File: src/rtl/iso_pack_pkg.sv
package iso_pack_pkg;

  typedef enum logic [1:0] {
    QK_HDR = 2'd0,
    QK_PAY = 2'd1,
    QK_PHY = 2'd2
  } qkind_e;

  // Lanes 0..n-1 enabled; n of 4 or more gives all lanes.
  function automatic logic [3:0] lane_mask(input logic [2:0] n);
    case (n)
      3'd0:    lane_mask = 4'b0000;
      3'd1:    lane_mask = 4'b0001;
      3'd2:    lane_mask = 4'b0011;
      3'd3:    lane_mask = 4'b0111;
      default: lane_mask = 4'b1111;
    endcase
  endfunction

endpackage

File: src/rtl/iso_swap_lane.sv
module iso_swap_lane
  import iso_pack_pkg::*;
#(
  parameter int NBYTES = 4
) (
  input  logic [8*NBYTES-1:0] d_in,
  input  logic [1:0]          kind,
  input  logic                swap_off,
  input  logic                swap_force,
  output logic [8*NBYTES-1:0] d_out
);

  logic [8*NBYTES-1:0] rev;
  logic                swap_on;

  genvar gi;
  generate
    for (gi = 0; gi < NBYTES; gi++) begin : g_rev
      assign rev[8*gi +: 8] = d_in[8*(NBYTES-1-gi) +: 8];
    end
  endgenerate

  // Only payload quadlets are candidates for reversal.
  assign swap_on = (kind == QK_PAY) && (!swap_off || swap_force);
  assign d_out   = swap_on ? rev : d_in;

endmodule

File: src/rtl/iso_lane_packer.sv
module iso_lane_packer #(
  parameter int NBYTES = 4,
  localparam int DW = 8*NBYTES,
  localparam int OW = $clog2(NBYTES)
) (
  input  logic [DW-1:0] hold,
  input  logic [OW-1:0] off,
  input  logic [DW-1:0] q,
  input  logic [3:0]    q_lanes,
  output logic [DW-1:0] lo_word,
  output logic [DW-1:0] hi_word
);

  logic [DW-1:0]   q_masked;
  logic [2*DW-1:0] merged;

  genvar gi;
  generate
    for (gi = 0; gi < NBYTES; gi++) begin : g_mask
      assign q_masked[8*gi +: 8] = q_lanes[gi] ? q[8*gi +: 8] : 8'h00;
    end
  endgenerate

  always_comb begin
    merged  = {{DW{1'b0}}, hold} | ({{DW{1'b0}}, q_masked} << (8*off));
    lo_word = merged[DW-1:0];
    hi_word = merged[2*DW-1:DW];
  end

endmodule

File: src/rtl/iso_wr_addr.sv
module iso_wr_addr #(
  parameter int ADDR_W    = 10,
  parameter int BUF_WORDS = 1024
) (
  input  logic              clk,
  input  logic              rst_n,
  input  logic              step,
  output logic [ADDR_W-1:0] addr
);

  localparam logic [ADDR_W-1:0] LAST = ADDR_W'(BUF_WORDS - 1);

  logic [ADDR_W-1:0] cnt_q, cnt_n;

  always_comb begin
    cnt_n = cnt_q;
    if (step) cnt_n = (cnt_q == LAST) ? '0 : cnt_q + 1'b1;
  end

  always_ff @(posedge clk or negedge rst_n) begin
    if (!rst_n)    cnt_q <= '0;
    else if (step) cnt_q <= cnt_n;
  end

  assign addr = cnt_q;

  AST_ADDR_IN_RANGE: assert property (@(posedge clk) disable iff (!rst_n)
    32'(cnt_q) < BUF_WORDS);

endmodule

File: src/rtl/iso_rx_packer.sv
module iso_rx_packer
  import iso_pack_pkg::*;
#(
  parameter int ADDR_W    = 10,
  parameter int BUF_WORDS = 1024
) (
  input  logic              clk,
  input  logic              rst_n,
  input  logic              in_valid,
  output logic              in_ready,
  input  logic [31:0]       in_data,
  input  logic [1:0]        in_kind,
  input  logic              in_last,
  input  logic [2:0]        in_nbytes,
  input  logic              swap_off,
  input  logic              swap_force,
  input  logic              pack_en,
  input  logic              flush_req,
  output logic              wr_valid,
  input  logic              wr_ready,
  output logic [ADDR_W-1:0] wr_addr,
  output logic [31:0]       wr_data,
  output logic [3:0]        wr_be
);

  localparam int NBYTES = 4;
  localparam int DW     = 8*NBYTES;

  // Holding register and lane offset
  logic [DW-1:0] hold_q, hold_n;
  logic [1:0]    off_q, off_n;

  // Output slot
  logic              wv_q, wv_n;
  logic [DW-1:0]     wd_q, wd_n;
  logic [3:0]        wb_q, wb_n;
  logic [ADDR_W-1:0] wa_q, wa_n;

  logic              out_free, accept, emit;
  logic [DW-1:0]     e_data;
  logic [3:0]        e_be;
  logic [2:0]        nb_eff, total;
  logic [3:0]        q_lanes;
  logic [DW-1:0]     q_host, lo_word, hi_word;
  logic [ADDR_W-1:0] cur_addr;

  assign out_free = !wv_q || wr_ready;
  assign in_ready = out_free && !flush_req;
  assign accept   = in_valid && in_ready;
  assign nb_eff   = in_last ? in_nbytes : 3'd4;
  assign q_lanes  = lane_mask(nb_eff);
  assign total    = {1'b0, off_q} + nb_eff;

  iso_swap_lane #(.NBYTES(NBYTES)) u_swap (
    .d_in       (in_data),
    .kind       (in_kind),
    .swap_off   (swap_off),
    .swap_force (swap_force),
    .d_out      (q_host)
  );

  iso_lane_packer #(.NBYTES(NBYTES)) u_pack (
    .hold    (hold_q),
    .off     (off_q),
    .q       (q_host),
    .q_lanes (q_lanes),
    .lo_word (lo_word),
    .hi_word (hi_word)
  );

  iso_wr_addr #(.ADDR_W(ADDR_W), .BUF_WORDS(BUF_WORDS)) u_addr (
    .clk   (clk),
    .rst_n (rst_n),
    .step  (emit),
    .addr  (cur_addr)
  );

  // Next state of the packer
  always_comb begin
    hold_n = hold_q;
    off_n  = off_q;
    emit   = 1'b0;
    e_data = lo_word;
    e_be   = 4'b1111;
    if (flush_req && out_free) begin
      if (off_q != 2'd0) begin
        emit   = 1'b1;
        e_data = hold_q;
        e_be   = lane_mask({1'b0, off_q});
        hold_n = '0;
        off_n  = 2'd0;
      end
    end else if (accept) begin
      if (total >= 3'd4) begin
        emit   = 1'b1;
        hold_n = hi_word;
        off_n  = total[1:0];
      end else if (!pack_en && in_last) begin
        emit   = 1'b1;
        e_be   = lane_mask(total);
        hold_n = '0;
        off_n  = 2'd0;
      end else begin
        hold_n = lo_word;
        off_n  = total[1:0];
      end
    end
  end

  // Next state of the output slot
  always_comb begin
    wv_n = wv_q;
    wd_n = wd_q;
    wb_n = wb_q;
    wa_n = wa_q;
    if (emit) begin
      wv_n = 1'b1;
      wd_n = e_data;
      wb_n = e_be;
      wa_n = cur_addr;
    end else if (wr_ready) begin
      wv_n = 1'b0;
    end
  end

  always_ff @(posedge clk or negedge rst_n) begin
    if (!rst_n) begin
      hold_q <= '0;
      off_q  <= 2'd0;
    end else if (accept || flush_req) begin
      hold_q <= hold_n;
      off_q  <= off_n;
    end
  end

  always_ff @(posedge clk or negedge rst_n) begin
    if (!rst_n) begin
      wv_q <= 1'b0;
      wd_q <= '0;
      wb_q <= '0;
      wa_q <= '0;
    end else if (out_free) begin
      wv_q <= wv_n;
      wd_q <= wd_n;
      wb_q <= wb_n;
      wa_q <= wa_n;
    end
  end

  assign wr_valid = wv_q;
  assign wr_data  = wd_q;
  assign wr_be    = wb_q;
  assign wr_addr  = wa_q;

  AST_WR_STABLE: assert property (@(posedge clk) disable iff (!rst_n)
    wr_valid && !wr_ready |=> wr_valid && $stable(wr_data) && $stable(wr_addr) && $stable(wr_be));

  AST_BE_FROM_LANE0: assert property (@(posedge clk) disable iff (!rst_n)
    wr_valid |-> (wr_be == 4'b0001 || wr_be == 4'b0011 || wr_be == 4'b0111 || wr_be == 4'b1111));

  AST_NOPACK_REALIGNS: assert property (@(posedge clk) disable iff (!rst_n)
    !pack_en && accept && in_last |=> off_q == 2'd0);

  AST_FLUSH_EMPTIES: assert property (@(posedge clk) disable iff (!rst_n)
    flush_req && out_free |=> off_q == 2'd0);

endmodule

File: config.mk
export PLATFORM = sky130hd
export DESIGN_NAME = iso_rx_packer
export DESIGN_NICKNAME = d
export VERILOG_FILES = /design/src/rtl/iso_pack_pkg.sv /design/src/rtl/iso_swap_lane.sv /design/src/rtl/iso_lane_packer.sv /design/src/rtl/iso_wr_addr.sv /design/src/rtl/iso_rx_packer.sv
export SDC_FILE = /design/constraint.sdc
export NUM_CORES = 1
export LEC_CHECK = 0
export CAP_MARGIN = 20
export CELL_PAD_IN_SITES_DETAIL_PLACEMENT = 0
export CELL_PAD_IN_SITES_GLOBAL_PLACEMENT = 1
export CORE_ASPECT_RATIO = 0.7
export CORE_MARGIN = 5
export CORE_UTILIZATION = 45
export CTS_BUF_LIST = sky130_fd_sc_hd__clkbuf_2
export DETAILED_ROUTE_END_ITERATION = 16
export DONT_BUFFER_PORTS = 1
export PLACE_DENSITY = 0.75
export SLEW_MARGIN = 20
export SYNTH_ARGS = -nofsm -noshare
export SYNTH_HDL_FRONTEND = slang
export SYNTH_SLANG_ARGS = --single-unit
File: constraint.sdc
create_clock -name clk -period 5.9 [get_ports clk]
set_input_delay 0.885 -clock clk [delete_from_list [all_inputs] [get_ports clk]]
set_output_delay 0.885 -clock clk [all_outputs]
set_load 0.005 [all_outputs]
* After elaboration in Yosys (flattened, before gate mapping) *
Cells that the tools add are included.

cells by class
  $add $sub $neg = 2
  magnitude comparators = 1
  equal/unequal tests = 12
  shifts and indexed selects = 1
  multiplexer cells = 34
  bitwise logic cells = 1
  reduce and logical (&&, ||, !) cells = 21

operators by type and width
  operator               count
  $mux 32                8
  $or 32x64->64          1
  $shl 32x5->64          1
  $pmux 4 s4             3
  $mux 8                 4
  $mux 4                 5
  $eq 3x2->1 const B     4
  $add 10x1->10 const B  1
  $eq 10x10->1 const B   1
  $mux 10                1
  $mux 2                 5
  $mux 1                 7
  $eq 3x1->1 const B     2
  $logic_not 3->1        2
  $reduce_bool 2->1      3
  $logic_and 1x1->1      5
  $eq 2x1->1 const B     2
  $eq 2x2->1 const B     2
  $logic_not 1->1        4
  $reduce_and 2->1       2
  $add 2x3->3            1
  $ge 3x3->1 const B     1
  $logic_or 1x1->1       3
  $mux 3                 1
  other kinds (3)        3

word-level totals
  register bits after elaboration = 91
  input bits = 46
  output and inout bits = 48
  word-level logic and storage cells = 79

* Depth between registers and ports, before layout *
  depth in word-level cells = 11
  mapped depth = 11
  depth with buffers taken out = 8

* By module *
A second synthesis with hierarchy kept.

unflattened totals
  cells, all modules = 529
  area, all modules = 5980.7 sq um

by module, submodules not included
  module           instances  cells an instance  area an instance (sq um)  sequential area each (sq um)
  iso_rx_packer    1          298                3990.1                    2026.9
  iso_lane_packer  1          147                1014.7                    0.0
  iso_wr_addr      1          46                 508.0                     250.2
  iso_swap_lane    1          38                 467.9                     0.0

* Worst setup path before layout *
Ideal clock, no wire load.

  path kind = input-to-reg
  start point = in in_last
  end point = reg hold_q[0]
  setup time = 0.127 ns
  arrival = 2.660 ns
  data required time = 5.773 ns
  setup slack = 3.113 ns
  stages = 11
  path buffers = 3
  cell sequence = buf_2 > nand2_1 > xnor2_1 > ha_1 > nor2b_1 > and4bb_4 > a21oi_2 > buf_4 > buf_6 > a22oi_1 > nand2_1

on the way
  longest elaborated chain between the ends = 10
  elaborated cells between the ends (all ways) = 19
  those cells by class = 1 x add/sub; 1 x order compare; 3 x eq/ne; 1 x shift; 10 x mux; 1 x bitwise; 2 x reduce/logical

RTL lines
  element                             line                   RTL
  from (decl)                         iso_rx_packer.sv:13    input logic in_last,
  $mux 3                              iso_rx_packer.sv:50    assign nb_eff = in_last ? in_nbytes : 3'd4;
  $eq 3x2->1 (tied with other cells)  iso_pack_pkg.sv:11     case (n)
  $pmux 4 s4                          iso_pack_pkg.sv:11
  $mux 8                              iso_lane_packer.sv:20  assign q_masked[8*gi +: 8] = q_lanes[gi] ? q[8*gi +: 8] : 8'h00;
  $shl 32x5->64                       iso_lane_packer.sv:25  merged = {{DW{1'b0}}, hold} | ({{DW{1'b0}}, q_masked} << (8*off));
  $or 32x64->64                       iso_lane_packer.sv:25
  $mux 32                             iso_rx_packer.sv:98    end else if (!pack_en && in_last) begin
  $mux 32 *                           iso_rx_packer.sv:94    if (total >= 3'd4) begin
  $mux 32 *                           iso_rx_packer.sv:93    end else if (accept) begin
  $mux 32 *                           iso_rx_packer.sv:85    if (flush_req && out_free) begin
  to (signal assigned)                iso_rx_packer.sv:131   hold_q <= hold_n;
  to (decl)                           iso_rx_packer.sv:30    logic [DW-1:0] hold_q, hold_n;

Mark *: on every way between the ends. The rest lies on a longest branch, timed or not. The select of a mux whose other input is x is not followed.
A chain may end at the register's enable or synchronous reset.

* Final worst setup path *
  start point = reg off_q[1]
  end point = reg u_addr.cnt_q[5], in the netlist u_addr.addr[5]

on the way
  longest elaborated chain between the ends = 5
  elaborated cells between the ends (all ways) = 7
  those cells by class = 1 x add/sub; 1 x order compare; 4 x mux; 1 x reduce/logical

RTL lines
  element                 line                  RTL
  from (decl)             iso_rx_packer.sv:31   logic [1:0] off_q, off_n;
  from (signal assigned)  iso_rx_packer.sv:132  off_q <= off_n;
  $add 2x3->3             iso_rx_packer.sv:52   assign total = {1'b0, off_q} + nb_eff;
  $ge 3x3->1              iso_rx_packer.sv:94
  $mux 1                  iso_rx_packer.sv:94
  $mux 1                  iso_rx_packer.sv:93
  $mux 1 *                iso_rx_packer.sv:85
  to (signal assigned)    iso_wr_addr.sv:22     else if (step) cnt_q <= cnt_n;
  to (decl)               iso_wr_addr.sv:13     logic [ADDR_W-1:0] cnt_q, cnt_n;

Mark *: on every way between the ends. The rest lies on a longest branch, timed or not.

==> flow_summary_export.csv <==
group,metric,value,unit
sta,finalHoldViolCount,0,
job,drv_cap,0,
floorplan,io_pins,94,
logic_synthesis,synth_flop_cell,"dfrtp_1",
logic_synthesis,synth_edf_count,0,
global_routing,overflow,0,
setup_path,worst_ep_required_time,6.39,ns
floorplan,start_util,0.456,
power,intPower,1250,uW
clocking,clk_pin_slew,0.30,ns
floorplan,die_y,104,um
hold_path,hold_class,"primary input to async pin",
logic_synthesis,synth_cells,675,
detailed_routing,vias,5313,
logic_synthesis,ys_top_cells_by_count,"nand2_1, a21oi_1, dfrtp_1",
power,leakagePower,0.00244,uW
logic_synthesis,synth_cell_types,58,
logic_synthesis,synth_top_area_frac,0.405,
logic_synthesis,synth.ff_latch_count,91,
setup_path,crit_fanout,23,
detailed_routing,detail-route-antenna-nets,0,
logic_synthesis,synth_mux_area_frac,0.0196,
sta,max_clock_freq,300,MHz
setup_path,crit_path_top_delay_cell,"dfrtp_1",
logic_synthesis,avgSynthCellArea,8.33,um2
logic_synthesis,post-synth-top-count-cell,"nand2_1",
sta,final.setup_skew,0.0352,ns
floorplan,die_w,144,um
detailed_routing,wl_per_cell,22.0,um
floorplan,die_area,14900,um2
clocking,post_cts_resized,0,
global_routing,grt_max_degree,94,
power,netSwitchingFraction,0.485,
layout,fillers,1239,
layout,syn2layout_area_growth,3.12,%
sta,slew_viol_final,0,
setup_path,cp-start-kind,"register",
logic_synthesis,synth_seq_area_share,0.405,
logic_synthesis,synth-xor-area-share,0.0109,
placed_design,place_congestion,0.983,
sta,setup_viol,0,
clocking,cts_tree,"built",
logic_synthesis,yosys_warnings,0,
sta,period_share,0.565,
placed_design,dpl.hpwl,13.3,mm
sta,final.min_clock_period,3.34,ns
placed_design,dpl_cell_area,5650,um2
setup_path,cp_top_family,"simple AND/OR/NAND/NOR gates",
detailed_routing,drtIter0Drc,515,
setup_path,reg2reg_from,"off_q[1]",
placed_design,place.port_buffers,0,
detailed_routing,drc_errors,0,
logic_synthesis,synthSimpleGateAreaFrac,0.176,
clocking,cts_setup_buffers,0,
setup_path,r2r_cells,7,
setup_path,worst-setup-path-type,"register to register",
clocking,cts_sinks,91,
clocking,clkLatencyLatePin,0.59,ns
global_routing,first_global_vias,4918,
layout,num_antenna_cells,0,
setup_path,end_kind,"register",
layout,layout-drive-gt1-share,0.0644,
setup_path,arrival,3.83,ns
setup_path,timing.rr.end,"u_addr.addr[5]",
clocking,root_buffer,"clkbuf_2",
sta,rsz0062_at_grt,"no",
power,irDropWorstVdd,0.194,mV
clocking,cts_buffers,9,
logic_synthesis,synthArstFlopShare,1.00,
power,powerDensity,420,nW/um2
detailed_routing,finalWirelength,17.9,mm
setup_path,cpPeakStageDelay,0.74,ns
detailed_routing,via_per_inst,6.53,
status,status,"completed",
power,p_comb_frac,0.446,
clocking,cts_hold_buf,1,
global_routing,grt_use_total,0.238,
logic_synthesis,synth_top_family_by_area,"compound AO/OA/AOI/OAI gates",
setup_path,r2r_slack,2.56,ns
detailed_routing,dr.pass1.iters,6,
layout,fin_area,5800,um2
sta,fin_setup_tns,0,ns
layout,fin_nets,698,
logic_synthesis,synth-compound-area-share,0.336,
setup_path,path_buf_inv,2,
power,p_sw,1180,uW
logic_synthesis,synth_area,5620,um2
power,pwr-share-seq,0.424,
setup_path,worstPathCellList,"inv_1 -> ha_1 -> nor3b_1 -> a21o_1 -> buf_4 -> nand2_1 -> o41ai_1",
logic_synthesis,yosysTopAreaCell,"dfrtp_1",
logic_synthesis,yosys-top-cells-area,"dfrtp_1, a21oi_1, nand2_1",
sta,worst_slew_pin_slew,1.04,ns
global_routing,antenna_found_initial,0,
floorplan,core-area,12300,um2
sta,relSlewSlack,0.306,
logic_synthesis,synthAdderAreaFrac,0.0111,
layout,register_area,2280,um2
layout,multi_input_area,3120,um2
clocking,cts_max_level,3,
global_routing,grt_pass1_wl,28.2,mm
logic_synthesis,synth_fp_nets,726,
floorplan,placementRows,34,
power,pwr-share-clk,0.130,
clocking,clk_path_buf_depth,2,
## cells in the final DEF, fill, tap and decap left out, types with 3 or more instances in the layout
master and n:
a2111oi_2 5, a211oi_2 3, a21o_1 4, a21oi_1 99
a221oi_1 11, a22oi_1 7, and2_1 8, clkbuf_2 9
dfrtp_1 91, ha_1 5, inv_1 7, inv_8 3
mux2i_1 11, nand2_1 115, nand3_1 17, nor2_1 45
nor2b_1 6, nor3_1 3, nor3_2 3, o2111ai_1 31
o211ai_1 3, o21ai_0 57, o21ai_1 32, o221ai_1 7
o22ai_1 5, o31ai_1 16, xnor2_1 6
## power groups by stage
stage,clock (uW),sequential [uW],combinational [uW]
after global routing,357,1060,1210
final,317,1030,1080
after global placement,0,1050,1040
after detailed placement,0,1050,1060
after floorplan,0,965,818
after CTS,330,1040,1080
## routing by layer
metal  track usage  vias to the layer above  routed length (um)
met1         0.356                     2548                7960
met5             0                        -                   0
met2         0.345                      275                8010
li1              -                     2462                   -
met4        0.0598                        0                 334
met3        0.0599                       28                1640
## cells by family (layout without fill, tap and decap cells)
| logic type | Yosys count | count (layout) |
|---|---|---|
| adder cells (fa/ha/maj) | 5 | 5 |
| AND/OR/NAND/NOR | 216 | 216 |
| multiplexers | 11 | 11 |
| XOR/XNOR | 7 | 7 |
| buffers and inverters | 49 | 26 |
| flip-flops | 91 | 91 |
| AO/OA/AOI/OAI | 296 | 296 |
## through the flow
step	hold slack, ns	total power [uW]	cells	util	worst slack (ns)
after floorplan	0.448	1780	675	-	3.11
final	0.176	2430	814	0.470	2.56
after global routing	0.122	2630	814	0.470	2.26
after global placement	0.461	2080	797	0.458	2.78
after CTS	0.129	2440	814	0.469	2.58
after detailed placement	0.471	2110	797	0.458	2.65
## worst max path at each step
stage,start,endpoint,slack [ns],cells past startpoint
6_report,off_q[1],u_addr.addr[5],2.56,7
2_1_floorplan,in_last,hold_q[0],3.11,11
4_1_cts,off_q[1],u_addr.addr[5],2.58,7
5_1_grt,off_q[1],u_addr.addr[5],2.26,7
3_3_place_gp,in_nbytes[1],u_addr.addr[5],2.78,9
3_5_place_dp,off_q[1],u_addr.addr[5],2.65,7
## flip-flops by register name, indices dropped and copies added, names as in the netlist
| name | count |
|---|---|
| wr_be | 4 |
| wr_data | 32 |
| off_q | 2 |
| hold_q | 32 |
| wr_addr | 10 |
| u_addr.addr | 10 |
| wr_valid | 1 |
## final cells by class
class                           instances  area share
Clock buffer                            9     0.00777
Clock inverter                          7      0.0117
Inverter                                7     0.00453
Multi-Input combinational cell        535       0.539
Sequential cell                        91       0.393
Tap cell                              162      0.0350
Timing Repair Buffer                    3     0.00950
Power figures use the tool's default switching activity.
